File: config.mk
export PLATFORM = sky130hd
export DESIGN_NAME = burst_addr_seq
export DESIGN_NICKNAME = d
export VERILOG_FILES = /design/src/rtl/burst_seq_pkg.sv /design/src/rtl/start_arbiter.sv /design/src/rtl/beat_counter.sv /design/src/rtl/order_map.sv /design/src/rtl/burst_addr_seq.sv
export SDC_FILE = /design/constraint.sdc
export NUM_CORES = 1
export LEC_CHECK = 0
export BUFFER_PORTS_ARGS = -buffer_cell sky130_fd_sc_hd__buf_2
export CAP_MARGIN = 20
export CORE_UTILIZATION = 40
export DETAILED_ROUTE_END_ITERATION = 8
export PLACE_DENSITY = 0.83
export SYNTH_ARGS = -nofsm -noshare
export SYNTH_HDL_FRONTEND = slang
export SYNTH_SLANG_ARGS = --single-unit
File: constraint.sdc
create_clock -name clk -period 1 [get_ports clk]
set_clock_uncertainty 0.15 [all_clocks]
set_input_delay 0.1 -clock clk [delete_from_list [all_inputs] [get_ports clk]]
set_output_delay 0.1 -clock clk [all_outputs]
set_load 0.03 [all_outputs]
File: src/rtl/burst_seq_pkg.sv
package burst_seq_pkg;
  localparam int unsigned BEAT_W = 2;

  typedef enum logic {
    ORDER_LINEAR     = 1'b0,
    ORDER_INTERLEAVE = 1'b1
  } beat_order_e;

  typedef enum logic [1:0] {
    SRC_NONE = 2'd0,
    SRC_PROC = 2'd1,
    SRC_CTRL = 2'd2
  } start_src_e;
endpackage

File: src/rtl/start_arbiter.sv
module start_arbiter
  import burst_seq_pkg::*;
(
  input  logic       proc_strobe,
  input  logic       ctrl_strobe,
  input  logic       chip_en,
  output logic       load_en,
  output start_src_e load_src
);
  logic proc_ok;

  always_comb begin
    proc_ok  = proc_strobe & chip_en;
    load_src = SRC_NONE;
    if (proc_ok)          load_src = SRC_PROC;  // processor wins
    else if (ctrl_strobe) load_src = SRC_CTRL;
    load_en = (load_src != SRC_NONE);
  end

  // the decision follows the strobes and the enable
  always_comb begin
    if (proc_strobe && !chip_en && !ctrl_strobe)
      p_proc_gated_r3: assert (!load_en);
    if (ctrl_strobe)
      p_ctrl_starts_r2: assert (load_en);
  end
endmodule

File: src/rtl/beat_counter.sv
module beat_counter
  import burst_seq_pkg::*;
#(
  parameter int unsigned CNT_W = BEAT_W
) (
  input  logic             clk,
  input  logic             rst_n,
  input  logic             load_en,
  input  logic             advance,
  input  logic [CNT_W-1:0] seed_in,
  input  logic             order_in,
  output logic [CNT_W-1:0] seed_q,
  output logic [CNT_W-1:0] beat_q,
  output beat_order_e      order_q
);
  localparam logic [CNT_W-1:0] ONE = {{(CNT_W-1){1'b0}}, 1'b1};

  logic [CNT_W-1:0] seed_d, beat_d;
  beat_order_e      order_d;
  logic             seed_en, beat_en;

  always_comb begin
    seed_en = load_en;
    beat_en = load_en | advance;
    seed_d  = seed_in;
    order_d = beat_order_e'(order_in);
    beat_d  = load_en ? '0 : beat_q + ONE;
  end

  always_ff @(posedge clk or negedge rst_n) begin
    if (!rst_n) begin
      seed_q  <= '0;
      order_q <= ORDER_LINEAR;
    end else if (seed_en) begin
      seed_q  <= seed_d;
      order_q <= order_d;
    end
  end

  always_ff @(posedge clk or negedge rst_n) begin
    if (!rst_n)       beat_q <= '0;
    else if (beat_en) beat_q <= beat_d;
  end

  p_wrap_r9: assert property (@(posedge clk) disable iff (!rst_n)
    (!load_en && advance && beat_q == {CNT_W{1'b1}}) |=> (beat_q == '0));
  p_hold_r7: assert property (@(posedge clk) disable iff (!rst_n)
    (!load_en && !advance) |=> ($stable(beat_q) && $stable(seed_q)));
  p_order_kept_r6: assert property (@(posedge clk) disable iff (!rst_n)
    !load_en |=> $stable(order_q));
endmodule

File: src/rtl/order_map.sv
module order_map
  import burst_seq_pkg::*;
#(
  parameter int unsigned CNT_W = BEAT_W
) (
  input  logic [CNT_W-1:0] seed,
  input  logic [CNT_W-1:0] beat,
  input  beat_order_e      order,
  output logic [CNT_W-1:0] low_addr
);
  logic [CNT_W-1:0] lin, ilv;

  genvar b;
  generate
    for (b = 0; b < CNT_W; b++) begin : g_xor
      assign ilv[b] = seed[b] ^ beat[b];
    end
  endgenerate

  always_comb begin
    lin      = seed + beat;
    low_addr = (order == ORDER_INTERLEAVE) ? ilv : lin;
  end
endmodule

File: src/rtl/burst_addr_seq.sv
module burst_addr_seq
  import burst_seq_pkg::*;
#(
  parameter int unsigned ADDR_W = 18
) (
  input  logic              clk,
  input  logic              rst_n,
  input  logic              proc_strobe,
  input  logic              ctrl_strobe,
  input  logic              chip_en,
  input  logic              advance,
  input  logic              order_sel,
  input  logic [ADDR_W-1:0] addr_in,
  output logic [ADDR_W-1:0] word_addr,
  output logic              burst_start
);
  localparam int unsigned UP_W = ADDR_W - BEAT_W;

  logic              load_en;
  start_src_e        load_src;
  logic [BEAT_W-1:0] seed_q, beat_q, low_addr;
  beat_order_e       order_q;
  logic [UP_W-1:0]   upper_d, upper_q;
  logic              start_d;

  start_arbiter u_arb (
    .proc_strobe (proc_strobe),
    .ctrl_strobe (ctrl_strobe),
    .chip_en     (chip_en),
    .load_en     (load_en),
    .load_src    (load_src)
  );

  beat_counter #(.CNT_W(BEAT_W)) u_cnt (
    .clk      (clk),
    .rst_n    (rst_n),
    .load_en  (load_en),
    .advance  (advance),
    .seed_in  (addr_in[BEAT_W-1:0]),
    .order_in (order_sel),
    .seed_q   (seed_q),
    .beat_q   (beat_q),
    .order_q  (order_q)
  );

  order_map #(.CNT_W(BEAT_W)) u_map (
    .seed     (seed_q),
    .beat     (beat_q),
    .order    (order_q),
    .low_addr (low_addr)
  );

  always_comb begin
    upper_d = addr_in[ADDR_W-1:BEAT_W];
    start_d = load_en;
  end

  always_ff @(posedge clk or negedge rst_n) begin
    if (!rst_n)       upper_q <= '0;
    else if (load_en) upper_q <= upper_d;
  end

  always_ff @(posedge clk or negedge rst_n) begin
    if (!rst_n) burst_start <= 1'b0;
    else        burst_start <= start_d;
  end

  assign word_addr = {upper_q, low_addr};

  p_load_r1: assert property (@(posedge clk) disable iff (!rst_n)
    (ctrl_strobe || (proc_strobe && chip_en)) |=> (word_addr == $past(addr_in) && burst_start));
  p_no_start_r11: assert property (@(posedge clk) disable iff (!rst_n)
    (!ctrl_strobe && !(proc_strobe && chip_en)) |=> !burst_start);
  p_upper_fixed_r8: assert property (@(posedge clk) disable iff (!rst_n)
    !load_en |=> $stable(word_addr[ADDR_W-1:BEAT_W]));
  p_hold_addr_r7: assert property (@(posedge clk) disable iff (!rst_n)
    (!load_en && !advance) |=> $stable(word_addr));
  p_src_r4: assert property (@(posedge clk) disable iff (!rst_n)
    (proc_strobe && chip_en && ctrl_strobe) |-> (load_src == SRC_PROC));
endmodule

==> out/metrics.yaml, run 1 <==
timing:
  fmax_mhz: 644
  setup_viol: 25
  fin_crit_ns: 1.55
  fin_crit_sh_pct: 155
  rsz0062_at_grt: "yes"
  timing.final.ws_setup_ns: -0.553
  slew_headroom_pct: 68.5
  finalHoldViolCount: 0
  tightestPinTransition_ns: 0.472
  slew_violations: 0
clock_network:
  cts-buffers-inserted: 3
  cts_sinks: 22
  cts_tree: "yes"
  clkTransAtPathRegs_ns: 0.11
  cts_root_buffer: "clkbuf_4"
  cts_max_level: 1
  clk_latency_ns: 0.29
  cts.path.max_buffers: 2
detailed_routing:
  vias: 690
  wire_per_inst_um: 14.1
  via_per_inst: 4.42
  antenna_left: 0
  drc: 1
  wl_mm: 2.20
  firstDrtPassIters: 6
  initialDrtViolationCount: 2
power:
  p_sw_share_pct: 28.3
  power_mw: 2.31
  p_int_mw: 1.65
  power.density_mw_per_mm2: 1380
  power_leakage_nw: 0.804
  p_clk_share_pct: 20.3
  pwr-share-comb_pct: 33.9
  switchingPower_mw: 0.654
  p_seq_share_pct: 45.8
  vdd_drop_max_mv: 1.09
job:
  maxCapViolations: 0
grt:
  grt_pass1_vias: 740
  overflow: 0
  grt_start_max_net_pins: 23
  met1_usage_pct: 23.7
  antenna_found_initial: 0
  grt_pass1_wl_mm: 3.43
  busiest_layer: "met2"
  use_met3_pct: 1.82
  grt_usage_pct: 18.5
  use_met2_pct: 32.0
worst_setup_path:
  path_class: "reg2out"
  worst_setup_path_start_kind: "flop"
  r2r-start: "u_cnt.seed_q[1]"
  crit_path_end_kind: "primary output"
  critical_path_required_ns: 0.75
  r2r_cells: 3
  r2r-end: "u_cnt.seed_q[1]"
  critPathMaxFanout: 2
  rrSetupSlack_ns: -0.17
  crit_arrival_ns: 1.30
logic_synthesis:
  syn_inst: 53
  syn_area_um2: 930
  syn_area_per_cell_um2: 17.5
  synth_nets: 79
  synth.distinct_cells: 12
  seq_area_frac_synth_pct: 59.2
  yosys_warnings: 0
  ys_seq_elements: 22
die:
  dieArea_mm2: 0.00252
  dieWidth_um: 50.2
  rows: 17
  start_util_pct: 42.4
  ios: 44
  die_h_um: 50.2
  coreArea_mm2: 0.00219
layout:
  mostFrequentLayoutCell: "buf_2"
  diodes: 0
  most-common-layout-cells: "buf_2 (24), buf_6 (22), dlygate4sd3_1 (21)"
  drive_gt1_share_pct: 75.8
  nets: 155
  nFillCells: 123
  stdcell_area_mm2: 0.00167
  fin_cells: 156
  syn_to_final_growth_pct: 79.8
place:
  dpl_cell_area_mm2: 0.00125
  gp_congestion: 0.656
  placed_cells: 128
  port_buffers: 43
hold_path:
  min_to: "burst_start"
  hp-start: "ctrl_strobe"
  holdPathStages: 3
  hold_path.class: "in2reg"
run_status:
  status: "finished, violations left"
  violations: "DRC, setup timing"
==> worst max path at each step <==
stage | cells after the start | end | slack (ns) | start
2_1_floorplan | 3 | word_addr[1] | -0.21 | u_cnt.beat_q[0]
6_report | 4 | word_addr[1] | -0.55 | u_cnt.seed_q[0]
3_3_place_gp | 4 | word_addr[1] | -0.25 | u_cnt.seed_q[0]
5_1_grt | 4 | word_addr[1] | -0.61 | u_cnt.beat_q[1]
4_1_cts | 4 | word_addr[1] | -0.54 | u_cnt.beat_q[0]
3_5_place_dp | 4 | word_addr[1] | -0.27 | u_cnt.beat_q[0]
==> cell families after synthesis <==
logic type,Yosys count,synth area share (%)
flip-flops,22,59.2
AND/OR/NAND/NOR,3,1.88
adder cells (fa/ha/maj),1,1.35
buffers and inverters,2,2.42
AO/OA/AOI/OAI,3,2.42
XOR/XNOR,3,2.83
multiplexers,19,29.9
==> layout make-up <==
type	count	area (µm²)	area share, %
timing repair buffer	73	623	37.3
sequential	22	571	34.1
multi-input combinational	29	407	24.3
clock buffer	4	36.3	2.17
tap	28	35.0	2.10
==> what timing repair did <==
item,CTS,global route
buffers inserted,4,3
pin swaps,3,3
setup endpoints to repair,23,25
gates resized for setup,40,4
hold endpoints to repair,43,0
hold buffers,21,0
==> layer usage <==
| metal | wire length (µm) | vias to the layer above |
|---|---|---|
| met5 | 0 | - |
| met2 | 1260 | 15 |
| met4 | 0 | 0 |
| met3 | 41 | 0 |
| li1 | - | 332 |
| met1 | 901 | 343 |
==> through the flow <==
| step | utilization [%] | hold slack [ns] | worst slack, ns | setup TNS [ns] |
|---|---|---|---|---|
| final | 76.3 | 0.0889 | -0.553 | -3.35 |
| after CTS | 74.8 | 0.0870 | -0.542 | -3.22 |
| after floorplan | - | -0.346 | -0.209 | -0.812 |
| after detailed placement | 57.1 | -0.0641 | -0.272 | -3.29 |
| after global placement | 57.1 | -0.0721 | -0.247 | -3.15 |
| after global routing | 76.3 | 0.0944 | -0.609 | -4.33 |
==> power by group through the flow <==
stage / Sequential (mW) / Clock, mW / Combinational, mW
after detailed placement: 1.05 / 0 / 0.570
after global routing: 1.07 / 0.528 / 0.821
after global placement: 1.05 / 0 / 0.562
after floorplan: 1.19 / 0 / 0.245
final: 1.06 / 0.468 / 0.783
after CTS: 1.05 / 0.481 / 0.758
==> registers in the layout, indices dropped and copies added, names as in the netlist <==
register	flops
burst_start	1
u_cnt.order_q	1
u_cnt.beat_q	2
u_cnt.seed_q	2
upper_q	16
==> cell usage after synthesis <==
library cell  instances  area share [%]
a21o_1                1            0.81
mux2_2                2             2.4
a21bo_2               1             1.1
buf_6                 2             2.4
nor2b_1               1            0.67
xnor2_1               3             2.8
dfrtp_1              22              59
mux2_4               17              27
nand3b_1              1            0.81
ha_1                  1             1.3
a21oi_1               1            0.54
nor2_1                1            0.40
==> worst max-delay path: stages, from the launching register on <==
cell and delay [ns]:
dfrtp_1 0.42, ha_4 0.14, nor2b_4 0.18, xnor2_4 0.13, buf_6 0.14
Note: power is estimated with default switching activity, not from simulation.
==> inputs of run 2 (changes only) <==
--- a/config.mk
+++ b/config.mk
@@ -8,8 +8,10 @@
 export BUFFER_PORTS_ARGS = -buffer_cell sky130_fd_sc_hd__buf_2
 export CAP_MARGIN = 20
 export CORE_UTILIZATION = 40
+export CTS_CLUSTER_DIAMETER = 100
 export DETAILED_ROUTE_END_ITERATION = 8
 export PLACE_DENSITY = 0.83
+export RECOVER_POWER = 100
 export SYNTH_ARGS = -nofsm -noshare
 export SYNTH_HDL_FRONTEND = slang
 export SYNTH_SLANG_ARGS = --single-unit
==> constraint.sdc (replaced) <==
create_clock -name clk -period 1 [get_ports clk]
set_clock_uncertainty 0.15 [all_clocks]
set_input_delay 0.1 -clock clk [delete_from_list [all_inputs] [get_ports clk]]
set_output_delay 0.1 -clock clk [all_outputs]
set_load 0.05 [all_outputs]
==> out/metrics.yaml, run 2 (synthesis results as in run 1) <==
grt:
  grt_usage_pct: 21.5
  grt_pass1_wl_mm: 3.79
  antenna_found_initial: 0
  grt_pass1_vias: 790
  grt_start_max_net_pins: 23
  overflow: 0
worst_setup_path:
  r2r_cells: 3
  path_cells: "xnor2_1 -> buf_4 -> xnor2_4 -> buf_6"
  worst_setup_path_start_kind: "flop"
  critical_path_required_ns: 0.75
  slowest_stage: "dfrtp_1"
  slowest_delay_ns: 0.42
  crit_path_end_kind: "primary output"
  path_class: "reg2out"
  critPathMaxFanout: 2
  crit_arrival_ns: 1.41
clock_network:
  cts_tree: "yes"
  clk_latency_ns: 0.31
  cts_max_level: 1
  cts_sinks: 22
  cts_root_buffer: "clkbuf_4"
  cts.path.max_buffers: 2
  cts-buffers-inserted: 3
  clkTransAtPathRegs_ns: 0.13
layout:
  final_util_pct: 80.2
  top_register: "upper_q"
  drive_gt1_share_pct: 76.6
  nets: 164
  fin_cells: 165
  diodes: 0
  nFillCells: 127
  largest_register_ffs: 16
  mostFrequentLayoutCell: "buf_6"
  most-common-layout-cells: "buf_6 (26), buf_2 (23), dlygate4sd3_1 (21)"
  reg_top3: "upper_q (16), u_cnt.beat_q (2), u_cnt.seed_q (2)"
  syn_to_final_growth_pct: 89.1
  stdcell_area_mm2: 0.00176
die:
  coreArea_mm2: 0.00219
  start_util_pct: 42.4
  die_h_um: 50.2
  rows: 17
  dieArea_mm2: 0.00252
  dieWidth_um: 50.2
  ios: 44
place:
  post-place-ws_ns: -0.370
  dpl_cell_area_mm2: 0.00125
  placed_cells: 128
  dp.final_hpwl_mm: 1.38
  port_buffers: 43
  gp_congestion: 0.659
timing:
  tightestPinTransition_ns: 0.526
  finalHoldViolCount: 0
  slew_headroom_pct: 64.9
  setup_viol: 32
  slew_violations: 0
  fin_setup_tns_ns: -4.96
  timing.final.ws_setup_ns: -0.657
  holdWs_ns: 0.114
  rsz0062_at_grt: "yes"
  fin_crit_sh_pct: 166
  fin_crit_ns: 1.66
  fmax_mhz: 604
detailed_routing:
  vias: 744
  via_per_inst: 4.51
  drc: 1
  firstDrtPassIters: 6
  wire_per_inst_um: 15.8
  wl_mm: 2.62
  antenna_left: 0
  initialDrtViolationCount: 4
power:
  power_leakage_nw: 0.858
  vdd_drop_max_mv: 1.12
  power.density_mw_per_mm2: 1560
  power_mw: 2.73
job:
  maxCapViolations: 0
hold_path:
  hold_path.class: "in2async"
run_status:
  violations: "DRC, setup timing"
  status: "finished, violations left"
[run 2: what timing repair did]
action | 4_1_cts | 5_1_grt
endpoints found under the hold margin | 43 | 0
resized for setup | 42 | 6
setup buffers | 6 | 6
pin swaps | 1 | 5
hold buffers | 21 | 0
cloned | 0 | 0
setup endpoints to repair | 23 | 28
[run 2: where the power goes]
| group | switching [mW] | internal [mW] | total [mW] |
|---|---|---|---|
| Sequential | 0.0724 | 0.987 | 1.06 |
| Combinational | 0.488 | 0.492 | 0.980 |
| Clock | 0.291 | 0.406 | 0.696 |
| Total | 0.851 | 1.88 | 2.73 |
[run 2: cell type report]
class                           instances  area, µm²  share of cell area, %
Timing Repair Buffer                   82        703                   40.0
Sequential cell                        22        571                   32.5
Multi-Input combinational cell         29        397                   22.6
Tap cell                               28       35.0                   1.99
Clock inverter                          1       30.0                   1.71
Clock buffer                            3       22.5                   1.28
[run 2: per-layer routing]
layer | GRT usage [%] | routed length (µm)
met1 | 25.7 | 1060
met2 | 37.1 | 1450
met3 | 3.03 | 57
met4 | 11.4 | 50
met5 | 0 | 0
[run 2: worst max-delay path, delay by kind of cell, from the launching register on]
kind                      cells  cell delay, ns
DFF                           1            0.42
buffers and inverters         2            0.34
xor gates and xnor gates      2            0.32
[run 2: path summary, 6_finish.rpt]
check	start	end	slack, ns
setup reg to reg	u_cnt.seed_q[1]	u_cnt.seed_q[1]	-0.22
min in group clk	ctrl_strobe	u_cnt.beat_q[1]	0.13
hold reg to reg	upper_q[11]	upper_q[11]	0.39
max in group asynchronous	rst_n	upper_q[4]	0.21
setup / recovery	u_cnt.beat_q[1]	word_addr[1]	-0.66
hold / removal	rst_n	u_cnt.order_q	0.11
==> inputs of run 3 (changes only) <==
--- a/config.mk
+++ b/config.mk
@@ -5,13 +5,15 @@
 export SDC_FILE = /design/constraint.sdc
 export NUM_CORES = 1
 export LEC_CHECK = 0
+export ABC_AREA = 1
 export BUFFER_PORTS_ARGS = -buffer_cell sky130_fd_sc_hd__buf_2
 export CAP_MARGIN = 20
-export CORE_UTILIZATION = 40
+export CORE_UTILIZATION = 41
 export CTS_CLUSTER_DIAMETER = 100
 export DETAILED_ROUTE_END_ITERATION = 8
-export PLACE_DENSITY = 0.83
+export PLACE_DENSITY = 0.84
 export RECOVER_POWER = 100
+export SETUP_SLACK_MARGIN = 0.2
 export SYNTH_ARGS = -nofsm -noshare
 export SYNTH_HDL_FRONTEND = slang
 export SYNTH_SLANG_ARGS = --single-unit
==> out/metrics.yaml, run 3 <==
clock_network:
  clkTransAtPathRegs_ns: 0.11
  cts.path.max_buffers: 2
  cts_root_buffer: "clkbuf_4"
  cts_tree: "yes"
  clk_latency_ns: 0.30
  cts_sinks: 22
  cts-buffers-inserted: 3
  cts_max_level: 1
layout:
  reg_top3: "upper_q (16), u_cnt.beat_q (2), u_cnt.seed_q (2)"
  drive_gt1_share_pct: 63.1
  top_register: "upper_q"
  mostFrequentLayoutCell: "nand2_1"
  most-common-layout-cells: "nand2_1 (39), buf_6 (25), buf_2 (24)"
  syn_to_final_growth_pct: 66.3
  stdcell_area_mm2: 0.00165
  nets: 203
  diodes: 0
  largest_register_ffs: 16
worst_setup_path:
  worst_setup_path_start_kind: "flop"
  path_class: "reg2out"
  r2r-end: "u_cnt.seed_q[0]"
  rrSetupSlack_ns: -0.12
  critPathMaxFanout: 2
  crit_path_end_kind: "primary output"
  r2r_cells: 5
  r2r-start: "u_cnt.seed_q[0]"
  crit_arrival_ns: 1.38
  critical_path_required_ns: 0.75
grt:
  overflow: 0
  antenna_found_initial: 0
  grt_start_max_net_pins: 23
  grt_pass1_vias: 934
  grt_usage_pct: 20.4
  grt_pass1_wl_mm: 3.92
die:
  start_util_pct: 44.0
  ios: 44
  coreArea_mm2: 0.00225
  dieArea_mm2: 0.00262
  rows: 17
  die_h_um: 51.2
  dieWidth_um: 51.2
timing:
  slew_violations: 0
  finalHoldViolCount: 33
  slew_headroom_pct: 64.6
  tightestPinTransition_ns: 0.531
  fin_crit_ns: 1.63
  rsz0062_at_grt: "yes"
  holdWs_ns: -0.394
  timing.final.ws_setup_ns: -0.635
  fmax_mhz: 612
  fin_crit_sh_pct: 163
  setup_viol: 22
logic_synthesis:
  yosysTopAreaCell: "dfrtp_1"
  yosys_warnings: 0
  syn_inst: 107
  synth-async-reset-ratio_pct: 100
  synth.distinct_cells: 16
  synthDominantCellAreaShare_pct: 55.5
  syn_area_um2: 992
  yosys-top-cells-count: "nand2_1 (42), dfrtp_1 (22), nand2_2 (21), inv_1 (6), nor2_1 (4)"
  synth_nets: 133
  seq_area_frac_synth_pct: 55.5
  synth_edf_count: 0
  syn_area_per_cell_um2: 9.27
  synth_area_leaders: "dfrtp_1 (55%), nand2_1 (16%), nand2_2 (13%), inv_1 (2.3%), buf_12 (2.0%)"
  synth_flop_cell: "dfrtp_1"
  yosysMostFrequentCell: "nand2_1"
  ys_seq_elements: 22
job:
  maxCapViolations: 0
power:
  power_leakage_nw: 0.853
  vdd_drop_max_mv: 1.15
  power_mw: 2.40
  power.density_mw_per_mm2: 1450
detailed_routing:
  via_per_inst: 4.59
  initialDrtViolationCount: 6
  antenna_left: 0
  wire_per_inst_um: 12.0
  vias: 937
  firstDrtPassIters: 3
  wl_mm: 2.45
  drc: 0
place:
  dpl_cell_area_mm2: 0.00128
  port_buffers: 43
  gp_congestion: 0.659
  dp.final_hpwl_mm: 1.50
run_status:
  status: "finished, violations left"
  violations: "hold timing, setup timing"
hold_path:
  hold_path.class: "in2async"
[run 3: cells by family (layout without fill, tap and decap cells)]
logic type                 after synthesis  count (layout)  synth area share, %
AOI/OAI and AO/OA                        2               2                 1.39
adders and majority gates                1               1                 1.26
buffers and inverters                   11              80                 8.07
DFF                                     22              22                 55.5
and+or+nand+nor                         71              71                 33.8
[run 3: per-stage QoR]
step	setup WS [ns]	cells	TNS [ns]	util (%)
after global routing	-0.736	204	-4.49	73.2
after floorplan	-0.274	107	-0.375	-
final	-0.635	204	-3.53	73.2
after detailed placement	-0.361	181	-0.584	56.9
after global placement	-0.317	181	-0.489	56.9
after CTS	-0.630	200	-3.52	70.5
[run 3: worst max path at each step]
stage | start | endpoint
6_report | u_cnt.seed_q[0] | word_addr[1]
3_5_place_dp | u_cnt.beat_q[0] | word_addr[1]
3_3_place_gp | u_cnt.seed_q[0] | word_addr[1]
2_1_floorplan | u_cnt.seed_q[0] | word_addr[1]
5_1_grt | u_cnt.seed_q[0] | word_addr[1]
4_1_cts | u_cnt.seed_q[0] | word_addr[1]
[run 3: layout make-up]
type	count	area, µm²
Inverter	8	38.8
Clock buffer	4	36.3
Timing Repair Buffer	68	577
Tap cell	28	35.0
Multi-Input combinational cell	74	392
Sequential cell	22	572
Fill cell	159	604
[run 3: worst max-delay path: stages, from the launching register on]
cell	delay (ns)
dfrtp_1	0.42
ha_4	0.16
inv_1	0.03
nor2_1	0.09
nand3_1	0.09
nand2_2	0.08
clkinvlp_4	0.08
buf_6	0.15
[run 3: layer usage]
metal / GRT usage [%] / wire length [µm] / up-vias
met5: 0 / 0 / -
met4: 5.56 / 0 / 0
met3: 4.76 / 151 / 0
met2: 38.6 / 1400 / 35
met1: 22.3 / 900 / 444
li1: - / - / 458
[run 3: where the power goes]
part           switching (mW)  internal (mW)
Combinational           0.506          0.368
Clock                   0.252          0.222
Sequential             0.0696          0.982
Total                   0.828           1.57
[run 3: timing repair]
action,4_1_cts,5_1_grt
hold buffers,6,3
setup endpoints to repair,24,39
pin swaps,1,4
gates resized for setup,45,16
setup buffers,9,1
endpoints found under the hold margin,42,36
